## src/rtl/dfg_pkg.sv

```systemverilog
package dfg_pkg;

    typedef enum logic [1:0] {
        VERD_DECAY = 2'd0,
        VERD_UP    = 2'd1,
        VERD_DOWN  = 2'd2,
        VERD_HOLD  = 2'd3
    } verdict_e;

    typedef logic [63:0] wide_t;

    function automatic wide_t span(input wide_t a, input wide_t b);
        return (a > b) ? (a - b) : (b - a);
    endfunction

    // true when diff/base > num/den, evaluated without division
    function automatic logic over_ratio(input wide_t diff, input wide_t base,
                                        input wide_t den, input wide_t num);
        return (diff * den) > (base * num);
    endfunction

    function automatic wide_t scale_by(input wide_t v, input wide_t num,
                                       input int unsigned sh);
        wide_t p;
        p = v * num;
        return p >> sh;
    endfunction

    function automatic wide_t clamp_to(input wide_t v, input wide_t lo,
                                       input wide_t hi);
        if (v < lo) return lo;
        if (v > hi) return hi;
        return v;
    endfunction

endpackage

```

## src/rtl/interval_accum.sv

```systemverilog
module interval_accum
    import dfg_pkg::*;
#(
    parameter int unsigned OCC_W          = 6,
    parameter int unsigned ACC_W          = 32,
    parameter int unsigned INTERVAL_INSTR = 10000
) (
    input  logic             clk,
    input  logic             rst,
    input  logic             tick,
    input  logic             retire,
    input  logic [OCC_W-1:0] occ,
    output logic             done,
    output logic [ACC_W-1:0] occ_total,
    output logic [ACC_W-1:0] cyc_total
);
    localparam int unsigned IW = (INTERVAL_INSTR > 2) ? $clog2(INTERVAL_INSTR) : 1;
    localparam logic [IW-1:0] LAST = IW'(INTERVAL_INSTR - 1);

    logic [ACC_W-1:0] acc_q, cyc_q;
    logic [IW-1:0]    icnt_q;

    always_comb begin
        occ_total = acc_q + (tick ? ACC_W'(occ) : '0);
        cyc_total = cyc_q + ACC_W'(tick);
        done      = tick & retire & (icnt_q == LAST);
    end

    always_ff @(posedge clk) begin
        if (rst) begin
            acc_q  <= '0;
            cyc_q  <= '0;
            icnt_q <= '0;
        end else if (done) begin
            acc_q  <= '0;
            cyc_q  <= '0;
            icnt_q <= '0;
        end else if (tick) begin
            acc_q <= occ_total;
            cyc_q <= cyc_total;
            if (retire) icnt_q <= icnt_q + IW'(1);
        end
    end


    icnt_range_chk: assert property (@(posedge clk) disable iff (rst)
        icnt_q <= LAST);


    untick_hold_chk: assert property (@(posedge clk) disable iff (rst)
        !tick |=> (icnt_q == $past(icnt_q)));

endmodule

```

## src/rtl/change_judge.sv

```systemverilog
module change_judge
    import dfg_pkg::*;
#(
    parameter int unsigned ACC_W       = 32,
    parameter int unsigned OCC_THR_NUM = 175,
    parameter int unsigned OCC_THR_DEN = 10000,
    parameter int unsigned IPC_THR_NUM = 25,
    parameter int unsigned IPC_THR_DEN = 1000
) (
    input  logic             clk,
    input  logic             rst,
    input  logic             done,
    input  logic [ACC_W-1:0] occ_total,
    input  logic [ACC_W-1:0] cyc_total,
    output verdict_e         verdict
);
    logic [ACC_W-1:0] prev_occ_q, prev_cyc_q;
    logic             hist_q;

    wide_t co, po, cc, pc;
    logic  ipc_shift, occ_shift;

    always_comb begin
        co = wide_t'(occ_total);
        po = wide_t'(prev_occ_q);
        cc = wide_t'(cyc_total);
        pc = wide_t'(prev_cyc_q);
        ipc_shift = over_ratio(span(pc, cc), cc,
                               wide_t'(IPC_THR_DEN), wide_t'(IPC_THR_NUM));
        occ_shift = over_ratio(span(co, po), po,
                               wide_t'(OCC_THR_DEN), wide_t'(OCC_THR_NUM));
        if (!hist_q)
            verdict = VERD_DECAY;
        else if (ipc_shift)
            verdict = VERD_HOLD;
        else if (co == '0)
            verdict = VERD_DECAY;
        else if (occ_shift)
            verdict = (co > po) ? VERD_UP : VERD_DOWN;
        else
            verdict = VERD_DECAY;
    end

    always_ff @(posedge clk) begin
        if (rst) begin
            prev_occ_q <= '0;
            prev_cyc_q <= '0;
            hist_q     <= 1'b0;
        end else if (done) begin
            prev_occ_q <= occ_total;
            prev_cyc_q <= cyc_total;
            hist_q     <= 1'b1;
        end
    end


    idle_no_attack_chk: assert property (@(posedge clk) disable iff (rst)
        (done && occ_total == '0) |-> (verdict != VERD_UP && verdict != VERD_DOWN));


    first_no_hold_chk: assert property (@(posedge clk) disable iff (rst)
        (done && !hist_q) |-> (verdict == VERD_DECAY));

endmodule

```

## src/rtl/freq_stepper.sv

```systemverilog
module freq_stepper
    import dfg_pkg::*;
#(
    parameter int unsigned FREQ_W    = 20,
    parameter int unsigned FREQ_MIN  = 250000,
    parameter int unsigned FREQ_MAX  = 1000000,
    parameter int unsigned ATT_NUM   = 3932,
    parameter int unsigned DEC_NUM   = 115,
    parameter int unsigned STEP_SH   = 16,
    parameter int unsigned EXT_LIMIT = 10
) (
    input  logic              clk,
    input  logic              rst,
    input  logic              done,
    input  verdict_e          verdict,
    output logic [FREQ_W-1:0] freq_code,
    output logic              freq_upd
);
    localparam int unsigned EW = $clog2(EXT_LIMIT + 1);
    localparam logic [EW-1:0] EXT_TOP = EW'(EXT_LIMIT);

    logic [FREQ_W-1:0] freq_q;
    logic              upd_q;
    logic [EW-1:0]     ext_q, ext_nxt;

    wide_t    f_w, att_w, dec_w, raw_w, next_w;
    verdict_e eff;
    logic     forced, at_max, limit_hit;

    always_comb begin
        f_w    = wide_t'(freq_q);
        att_w  = scale_by(f_w, wide_t'(ATT_NUM), STEP_SH);
        dec_w  = scale_by(f_w, wide_t'(DEC_NUM), STEP_SH);
        forced = (ext_q == EXT_TOP);
        at_max = (f_w == wide_t'(FREQ_MAX));
        eff    = verdict;
        if (forced) eff = at_max ? VERD_DOWN : VERD_UP;
        case (eff)
            VERD_UP:   raw_w = f_w + att_w;
            VERD_DOWN: raw_w = f_w - att_w;
            VERD_HOLD: raw_w = f_w;
            default:   raw_w = f_w - dec_w;
        endcase
        next_w    = clamp_to(raw_w, wide_t'(FREQ_MIN), wide_t'(FREQ_MAX));
        limit_hit = (next_w == wide_t'(FREQ_MIN)) || (next_w == wide_t'(FREQ_MAX));
        if (forced)         ext_nxt = '0;
        else if (limit_hit) ext_nxt = ext_q + EW'(1);
        else                ext_nxt = '0;
    end

    always_ff @(posedge clk) begin
        if (rst) begin
            freq_q <= FREQ_W'(FREQ_MAX);
            upd_q  <= 1'b0;
            ext_q  <= '0;
        end else begin
            upd_q <= done;
            if (done) begin
                freq_q <= FREQ_W'(next_w);
                ext_q  <= ext_nxt;
            end
        end
    end

    assign freq_code = freq_q;
    assign freq_upd  = upd_q;


    freq_range_chk: assert property (@(posedge clk) disable iff (rst)
        (freq_q >= FREQ_W'(FREQ_MIN)) && (freq_q <= FREQ_W'(FREQ_MAX)));


    upd_follow_chk: assert property (@(posedge clk) disable iff (rst)
        done |=> freq_upd);


    upd_single_chk: assert property (@(posedge clk) disable iff (rst)
        freq_upd |=> !freq_upd);


    freq_quiet_chk: assert property (@(posedge clk) disable iff (rst)
        !done |=> $stable(freq_code));


    hold_keep_chk: assert property (@(posedge clk) disable iff (rst)
        (done && verdict == VERD_HOLD && !forced) |=> $stable(freq_code));


    ext_bound_chk: assert property (@(posedge clk) disable iff (rst)
        ext_q <= EXT_TOP);


    forced_away_chk: assert property (@(posedge clk) disable iff (rst)
        (done && forced && at_max) |=> (freq_code < $past(freq_code)));

endmodule

```

## src/rtl/dom_freq_governor.sv

```systemverilog
module dom_freq_governor
    import dfg_pkg::*;
#(
    parameter int unsigned OCC_W          = 6,
    parameter int unsigned ACC_W          = 32,
    parameter int unsigned FREQ_W         = 20,
    parameter int unsigned INTERVAL_INSTR = 10000,
    parameter int unsigned FREQ_MIN       = 250000,
    parameter int unsigned FREQ_MAX       = 1000000,
    parameter int unsigned ATT_NUM        = 3932,
    parameter int unsigned DEC_NUM        = 115,
    parameter int unsigned STEP_SH        = 16,
    parameter int unsigned EXT_LIMIT      = 10,
    parameter int unsigned OCC_THR_NUM    = 175,
    parameter int unsigned OCC_THR_DEN    = 10000,
    parameter int unsigned IPC_THR_NUM    = 25,
    parameter int unsigned IPC_THR_DEN    = 1000
) (
    input  logic              clk,
    input  logic              rst,
    input  logic              tick,
    input  logic              retire,
    input  logic [OCC_W-1:0]  occ,
    output logic [FREQ_W-1:0] freq_code,
    output logic              freq_upd
);
    logic             win_done;
    logic [ACC_W-1:0] win_occ, win_cyc;
    verdict_e         win_verdict;

    interval_accum #(
        .OCC_W(OCC_W), .ACC_W(ACC_W), .INTERVAL_INSTR(INTERVAL_INSTR)
    ) u_accum (
        .clk(clk), .rst(rst), .tick(tick), .retire(retire), .occ(occ),
        .done(win_done), .occ_total(win_occ), .cyc_total(win_cyc)
    );

    change_judge #(
        .ACC_W(ACC_W), .OCC_THR_NUM(OCC_THR_NUM), .OCC_THR_DEN(OCC_THR_DEN),
        .IPC_THR_NUM(IPC_THR_NUM), .IPC_THR_DEN(IPC_THR_DEN)
    ) u_judge (
        .clk(clk), .rst(rst), .done(win_done),
        .occ_total(win_occ), .cyc_total(win_cyc), .verdict(win_verdict)
    );

    freq_stepper #(
        .FREQ_W(FREQ_W), .FREQ_MIN(FREQ_MIN), .FREQ_MAX(FREQ_MAX),
        .ATT_NUM(ATT_NUM), .DEC_NUM(DEC_NUM), .STEP_SH(STEP_SH),
        .EXT_LIMIT(EXT_LIMIT)
    ) u_step (
        .clk(clk), .rst(rst), .done(win_done), .verdict(win_verdict),
        .freq_code(freq_code), .freq_upd(freq_upd)
    );

endmodule

```

## config.mk

```make
export PLATFORM = sky130hd
export DESIGN_NAME = dom_freq_governor
export DESIGN_NICKNAME = d
export VERILOG_FILES = /design/src/rtl/dfg_pkg.sv /design/src/rtl/interval_accum.sv /design/src/rtl/change_judge.sv /design/src/rtl/freq_stepper.sv /design/src/rtl/dom_freq_governor.sv
export SDC_FILE = /design/constraint.sdc
export NUM_CORES = 2
export LEC_CHECK = 0
export ABC_AREA = 1
export ABC_CLOCK_PERIOD_IN_PS = 16700
export BUFFER_PORTS_ARGS = -buffer_cell sky130_fd_sc_hd__clkbuf_2
export CORE_MARGIN = 2
export CORE_UTILIZATION = 54
export DETAILED_ROUTE_END_ITERATION = 6
export PLACE_DENSITY = 0.82
export SLEW_MARGIN = 25
export SYNTH_ARGS = -nofsm -noshare
export SYNTH_HDL_FRONTEND = slang
export SYNTH_SLANG_ARGS = --single-unit
```

## constraint.sdc

```tcl
create_clock -name clk -period 16.7 [get_ports clk]
set_clock_uncertainty 0.15 [all_clocks]
set_input_delay 5.01 -clock clk [delete_from_list [all_inputs] [get_ports clk]]
set_output_delay 5.01 -clock clk [all_outputs]
set_load 0.01 [all_outputs]
```

==> Yosys cells after proc, flatten, opt, wreduce, memory -nomap -nowiden <==
Index checks and enable logic that the tools add are counted.
W data, S select, Z words.
{ "totals": {"in_bits": 10, "word_cells": 66, "reg_bits": 168} }
{ "classes": {"reduce_logical": 4, "n_bitwise": 2, "n_eq_ne": 8, "order_cmp": 6, "multipliers": 6, "add_sub_neg": 11, "mux": 20} }
{ "op_table": {"columns": ["cell", "count"], "rows": [
  ["$mux W64", 6],
  ["$pmux W64 S3", 1],
  ["$sub A32 B32 Y33", 4],
  ["$eq A64 B18 Y1 const B", 1],
  ["$eq A64 B20 Y1 const B", 1],
  ["$gt A32 B32 Y1", 2],
  ["$gt A64 B20 Y1 const B", 1],
  ["$gt A64 B37 Y1", 1],
  ["$gt A64 B40 Y1", 1],
  ["$lt A64 B18 Y1 const B", 1],
  ["$mul A64 B10 Y60 const B", 1],
  ["$mul A64 B7 Y61 const B", 1],
  ["$mul A32 B8 Y40 const B", 1],
  ["$mul A32 B5 Y37 const B", 1],
  ["$add A32 B1 Y32", 1],
  ["$add A32 B32 Y32", 1],
  ["$logic_not A32 Y1", 1],
  ["$mul A20 B10 Y30 const B", 1],
  ["$mul A20 B7 Y27 const B", 1],
  ["$add A20 B16 Y21", 1],
  ["$sub A20 B11 Y21", 1],
  ["$sub A20 B16 Y21", 1],
  ["$eq A20 B20 Y1 const B", 1],
  ["$add A14 B1 Y14 const B", 1],
  ["13 further kinds", 24]
]} }

==> Depth between registers and ports, before layout <==
{ "logic_depth": {"word_depth": 22, "depth_mapped": 96} }

==> Cells and area by module <==
From an unflattened synthesis, not the netlist that was laid out.
{ "unflattened": {"hier_cells": 6896, "area_unflattened_um2": 49105.8} }
{ "modules_own_cells": {"columns": ["module", "seq_area_each_um2", "instances", "cells_per_inst", "area_each_um2"], "rows": [
  ["change_judge", 1301.2, 1, 4382, 32140.8],
  ["freq_stepper", 500.5, 1, 1644, 11713.7],
  ["interval_accum", 1561.5, 1, 870, 5251.3]
]} }

==> Worst setup path before layout <==
No wires, ideal clock.
{ "synth_timing": {"kind": "input -> register", "from": "in tick", "to": "reg u_step.ext_q[2]", "setup_slack_ns": -0.258, "t_arrival_ns": 16.695, "setup_time_ns": 0.113, "stages": 85, "required_time_ns": 16.437, "cell_sequence": "clkbuf_1 clkbuf_1 nand2_1 inv_1 ha_1 inv_1 fa_1 inv_1 nand3_1 nand2_1 nand2_1 nand2_2 nand2_2 nor2_2 nand2_2 nor2_4 nand2_1 xor2_1 [49 not listed] o21ai_0 inv_1 o21ai_1 nand2_1 nor2_1 nand2_1 nand2_1 nand2_1 nand2_1 nand2_2 nand2_4 nand2_2 nor2_4 nand3_1 nand2_1 nor2_2 nand3_1 nand2_1"} }
{ "synth_via": {"elab_chain_cells": 22, "word_cells_on_any_way": 42} }
{ "synth_rtl": {"columns": ["item", "line", "rtl"], "rows": [
  ["start, declared", "dom_freq_governor.sv:21", "input logic tick,"],
  ["$mux W6 *", "interval_accum.sv:24", "occ_total = acc_q + (tick ? ACC_W'(occ) : '0);"],
  ["$add A32 B32 Y32 *", "interval_accum.sv:24", null],
  ["net u_accum.occ_total[20]", "interval_accum.sv:14", "output logic [ACC_W-1:0] occ_total,"],
  ["$sub A32 B32 Y33 / $gt A32 B32 Y1 (equally long branches)", "dfg_pkg.sv:13, change_judge.sv:39", null],
  ["$mux W64", "dfg_pkg.sv:13", "return (a > b) ? (a - b) : (b - a);"],
  ["$mul A64 B10 Y60", "dfg_pkg.sv:19", "return (diff * den) > (base * num);"],
  ["$gt A64 B40 Y1", "dfg_pkg.sv:19", null],
  ["$mux W2", "change_judge.sv:38", "else if (occ_shift)"],
  ["[6 not listed]", null, null],
  ["$gt A64 B20 Y1", "dfg_pkg.sv:32", "if (v > hi) return hi;"],
  ["$mux W1 (2 in series)", "dfg_pkg.sv:32", null],
  ["$mux W64", "dfg_pkg.sv:33", "return v;"],
  ["$mux W64 *", "dfg_pkg.sv:32", null],
  ["$eq A64 B18 Y1 / $eq A64 B20 Y1 (equally long branches)", "freq_stepper.sv:45", "limit_hit = (next_w == wide_t'(FREQ_MIN)) || (next_w == wide_t'(FREQ_MAX));"],
  ["$logic_or A1 B1 Y1 *", "freq_stepper.sv:45", null],
  ["$mux W4 *", "freq_stepper.sv:47", "else if (limit_hit) ext_nxt = ext_q + EW'(1);"],
  ["$mux W4 *", "freq_stepper.sv:46", "if (forced) ext_nxt = '0;"],
  ["end signal, assigned", "freq_stepper.sv:60", "ext_q <= ext_nxt;"],
  ["end, declared", "freq_stepper.sv:24", "logic [EW-1:0] ext_q, ext_nxt;"]
]} }
Mark *: on every way through the listed nets, which the timed path passes. The rest lies on a longest branch. The select of a mux whose other input is x is not followed.
A chain may end at the register's enable or synchronous reset.

==> Worst setup path in the final report <==
{ "layout_timing": {"from": "in tick", "to": "reg u_step.ext_q[3]"} }
{ "layout_via": {"word_cells_on_any_way": 42} }
{ "layout_rtl": {"columns": ["item", "line", "rtl"], "rows": [
  ["$add A32 B1 Y32 *", "interval_accum.sv:25", "cyc_total = cyc_q + ACC_W'(tick);"],
  ["net u_accum.cyc_total[27]", "interval_accum.sv:15", "output logic [ACC_W-1:0] cyc_total"],
  ["$sub A32 B32 Y33 / $gt A32 B32 Y1 (equally long branches)", "dfg_pkg.sv:13", null],
  ["$mux W64", "dfg_pkg.sv:13", null],
  ["$mul A64 B7 Y61", "dfg_pkg.sv:19", null],
  ["$gt A64 B37 Y1 *", "dfg_pkg.sv:19", null],
  ["$mux W2 *", "change_judge.sv:34", "else if (ipc_shift)"],
  ["$mux W2 *", "change_judge.sv:32", "if (!hist_q)"],
  ["[3 not listed]", null, null],
  ["$gt A64 B20 Y1", "dfg_pkg.sv:32", null],
  ["$mux W1 (2 in series)", "dfg_pkg.sv:32", null],
  ["$mux W64", "dfg_pkg.sv:33", null],
  ["$mux W64 *", "dfg_pkg.sv:32", null],
  ["$eq A64 B18 Y1 / $eq A64 B20 Y1 (equally long branches)", "freq_stepper.sv:45", null],
  ["$logic_or A1 B1 Y1 *", "freq_stepper.sv:45", null],
  ["$mux W4 *", "freq_stepper.sv:47", null],
  ["$mux W4 *", "freq_stepper.sv:46", null]
]} }
Marked as above.

==> metrics.md <==
| Metric | Value |
|---|---|
| Status | finished, violations left |
| Failing checks | setup timing |
| Root Buffer | clkbuf_16 |
| Area of the multi-input gates | 39000 sq um |
| Vias per inst | 5.50 |
| Filler cells | 6411 |
| DIE WIDTH | 296 microns |
| Layout cell share with drive strength beyond 1 | 0.234 |
| Relative slew margins | 0.177 |
| CP Launch Type | input port |
| Area grow syn2layout | 28.2% |
| Top routing layer used | met4 |
| Row count | 107 |
| Slowest CP cell | fa_1 |
| Initial drt markers | 3296 |
| CTS tree | yes |
| Most numerous cell in the Yosys netlist | inv_1 |
| Max FO, Critical Path | 8 |
| Reg2reg end | u_step.ext_q[3] |
| Most used cell along the critical path | nand2_1 |
| Asr flop ratio synth | 0 |
| Final hold vios | 0 |
| GP Congestion | around 1.0 |
| MaxCap Viol Count | 0 |
| FF-to-FF setup slack | 3.95 ns |
| Via Count | 46400 |
| Antenna diodes | 0 |
| WS Path Type | input port to register |
| Setup WS post-layout | -0.320 ns |
| Sink Count | ~170 |
| Crit path arrival time | 17.30 ns |
| FMAX | 58.8 MHz |
| Vias in the first global route | 47500 |
| Kind of end point of the critical path | register |
| Nets | 8638 |
| R2R depth | 82 |
| Initial Util | 0.543 |
| Drt drc | 0 |
| Setup crit end | u_step.ext_q[3] |
| Port Buf Inserts | 30 |
| Final worst-path cycle share | 1.02 |
| Hold Path Class | register to register |
| GRT Util Overall | 0.334 |
| Critical R2R Launch | u_accum.cyc_q[0] |
| Clk_lat worst skew | 0.49 ns |
| Met3 WL | 9320 microns |
| Antenna-violating nets left | 0 |
| Seq/Total Area, Yosys | 0.0729 |
| Mapped Area | 46100 sq um |
| Core region area | between 80000 and 90000 sq um |
| Die footprint | 87800 sq um |
| Worst path max stage delay | 0.55 ns |
| Setup_tns | -4.16 ns |
| CTS max path bufs | 2 |
| Unique masters post-synth | 70 |
| Fin crit period | 17.02 ns |
| Clock transition at path regs | 0.08 ns |
| Syn avg cell area | 7.49 sq um |
| Cell taking the most area after synthesis | ha_1 |
| DRT met1 WL | 60600 microns |
| Post-synth EDFFs | 0 |
| Post-synth top area share | 0.230 |
| Metal2 WL | around 73000 microns |
| Final setup viols | 22 |
| Chip height | about 300 microns |
| Largest net degree at the start of global routing | 79 |
| DPL Wire Length | 120000 microns |
| Crit. Startpoint | tick |
| Ports | 31 |
| Synth Instances | between 6000 and 7000 |
| H-Tree Depth | 4 |
| Wire per inst | around 18 microns |
| GRT Residual Overflow | 0 |
| Final core occ | 0.697 |
| First-pass GRT wire length | ~240000 microns |
| Ys flop type | dfxtp_1 |
| Drt pass-1 iters | 6 |
| Register Area | 3360 sq um |
| Yosys Warn Count | 0 |
| Mapped Nets | about 7500 |
| Ranking of synthesized cells by area | ha_1, fa_1, inv_1 |
| CTS buffer count | 17 |
| Seq cells post-synth | 168 |
| Max-slew violations | 0 |
| RSZ-0062 raised after global routing | true |
| # hold bufs at CTS | 0 |
| Worst Max-Slew Pin Slew | approximately 1.2 ns |
| Top cells by count, synth | inv_1, nand2_1, ha_1 |
| Routed wire length | 152000 microns |
| Antenna violations before repair | 0 |
| Worst path required time | about 17 ns |
==> layer usage <==
metal / up-vias / track usage
met3: 564 / 0.0465
li1: 21900 / -
met5: - / 0
met1: 22200 / 0.405
met4: 0 / 0.152
met2: 1753 / 0.585
==> worst max-delay path, delay by kind of cell <==
family | cells | cell delay (ns)
compound gates | 8 | 1.14
buf+inv | 22 | 2.65
xor+xnor | 2 | 0.40
simple gates | 43 | 4.98
fa+ha+maj | 8 | 3.08
==> stage by stage <==
| step | hold WS [ns] | instance area [sq um] | setup WS [ns] | instances |
|---|---|---|---|---|
| 2_1_floorplan | 0.295 | 46200 | 0.0124 | 6158 |
| 3_3_place_gp | 0.303 | 55500 | -1.38 | 8306 |
| 3_5_place_dp | 0.317 | 55500 | -1.55 | 8306 |
| 4_1_cts | 0.330 | 57700 | -0.0196 | 8403 |
| 5_1_grt | 0.370 | 59100 | -1.03 | 8445 |
| 6_report | 0.342 | 59100 | -0.320 | 8445 |
==> kinds of logic (layout without fill, tap and decap cells) <==
kind of cell	after synthesis	after routing	share of synthesized area
and+or+nand+nor	1680	1680	0.159
buffers and inverters	1531	2674	0.126
adders and majority gates	1339	1339	0.443
AOI/OAI and AO/OA	1099	1099	0.133
xor gates and xnor gates	338	338	0.0653
DFF	168	168	0.0729
muxes	3	3	0.000651
==> worst min-delay path by stage <==
stage	startpoint	to	slack [ns]	cells past startpoint
final	u_accum.icnt_q[1]	u_accum.icnt_q[1]	0.34	2
after global routing	u_step.ext_q[2]	u_step.ext_q[2]	0.37	2
after CTS	u_accum.acc_q[2]	u_accum.acc_q[2]	0.33	2
after detailed placement	u_accum.acc_q[2]	u_accum.acc_q[2]	0.32	2
after global placement	u_accum.acc_q[0]	u_accum.acc_q[0]	0.30	2
after floorplan	u_judge.hist_q	u_judge.hist_q	0.29	2
==> sequential cells by signal, indices dropped and copies added (netlist names) <==
name / flops
u_step.freq_upd: 1
u_accum.icnt_q: 14
u_judge.hist_q: 1
u_judge.prev_cyc_q: 32
u_accum.acc_q: 32
u_step.ext_q: 4
u_step.freq_code: 20
u_accum.cyc_q: 32
u_judge.prev_occ_q: 32
==> cell usage in the layout (no fill, tap or decap), types with 44 or more instances in the layout <==
cell type / instances
a21oi_1: 465
buf_4: 1117
dfxtp_1: 168
fa_1: 486
ha_1: 798
ha_4: 46
inv_1: 1411
nand2_1: 811
nand2_2: 77
nand3_1: 164
nand4_1: 61
nor2_1: 313
nor2_2: 45
nor3_1: 44
o21ai_0: 229
o21ai_1: 51
o22ai_1: 75
xnor2_1: 95
xor2_1: 207
==> timing repair <==
action,in CTS,in global routing
setup buffers,67,42
gates resized for setup,251,274
pin swaps,113,158
hold endpoints to repair,0,0
endpoints found under the setup margin,24,24
gates cloned,2,1
==> cell type report <==
| class | count | share of cell area |
|---|---|---|
| clock inverters | 14 | 0.00262 |
| multi-input cells | 4459 | 0.660 |
| clock buffers | 17 | 0.00719 |
| flip-flops and latches | 168 | 0.0569 |
| inverters | 1454 | 0.0928 |
| well taps | 1144 | 0.0242 |
| repair buffers | 1189 | 0.156 |
Power is left out: the tool's default activity adds up to more than one toggle a clock period on the data nets, which glitch-free logic cannot reach.
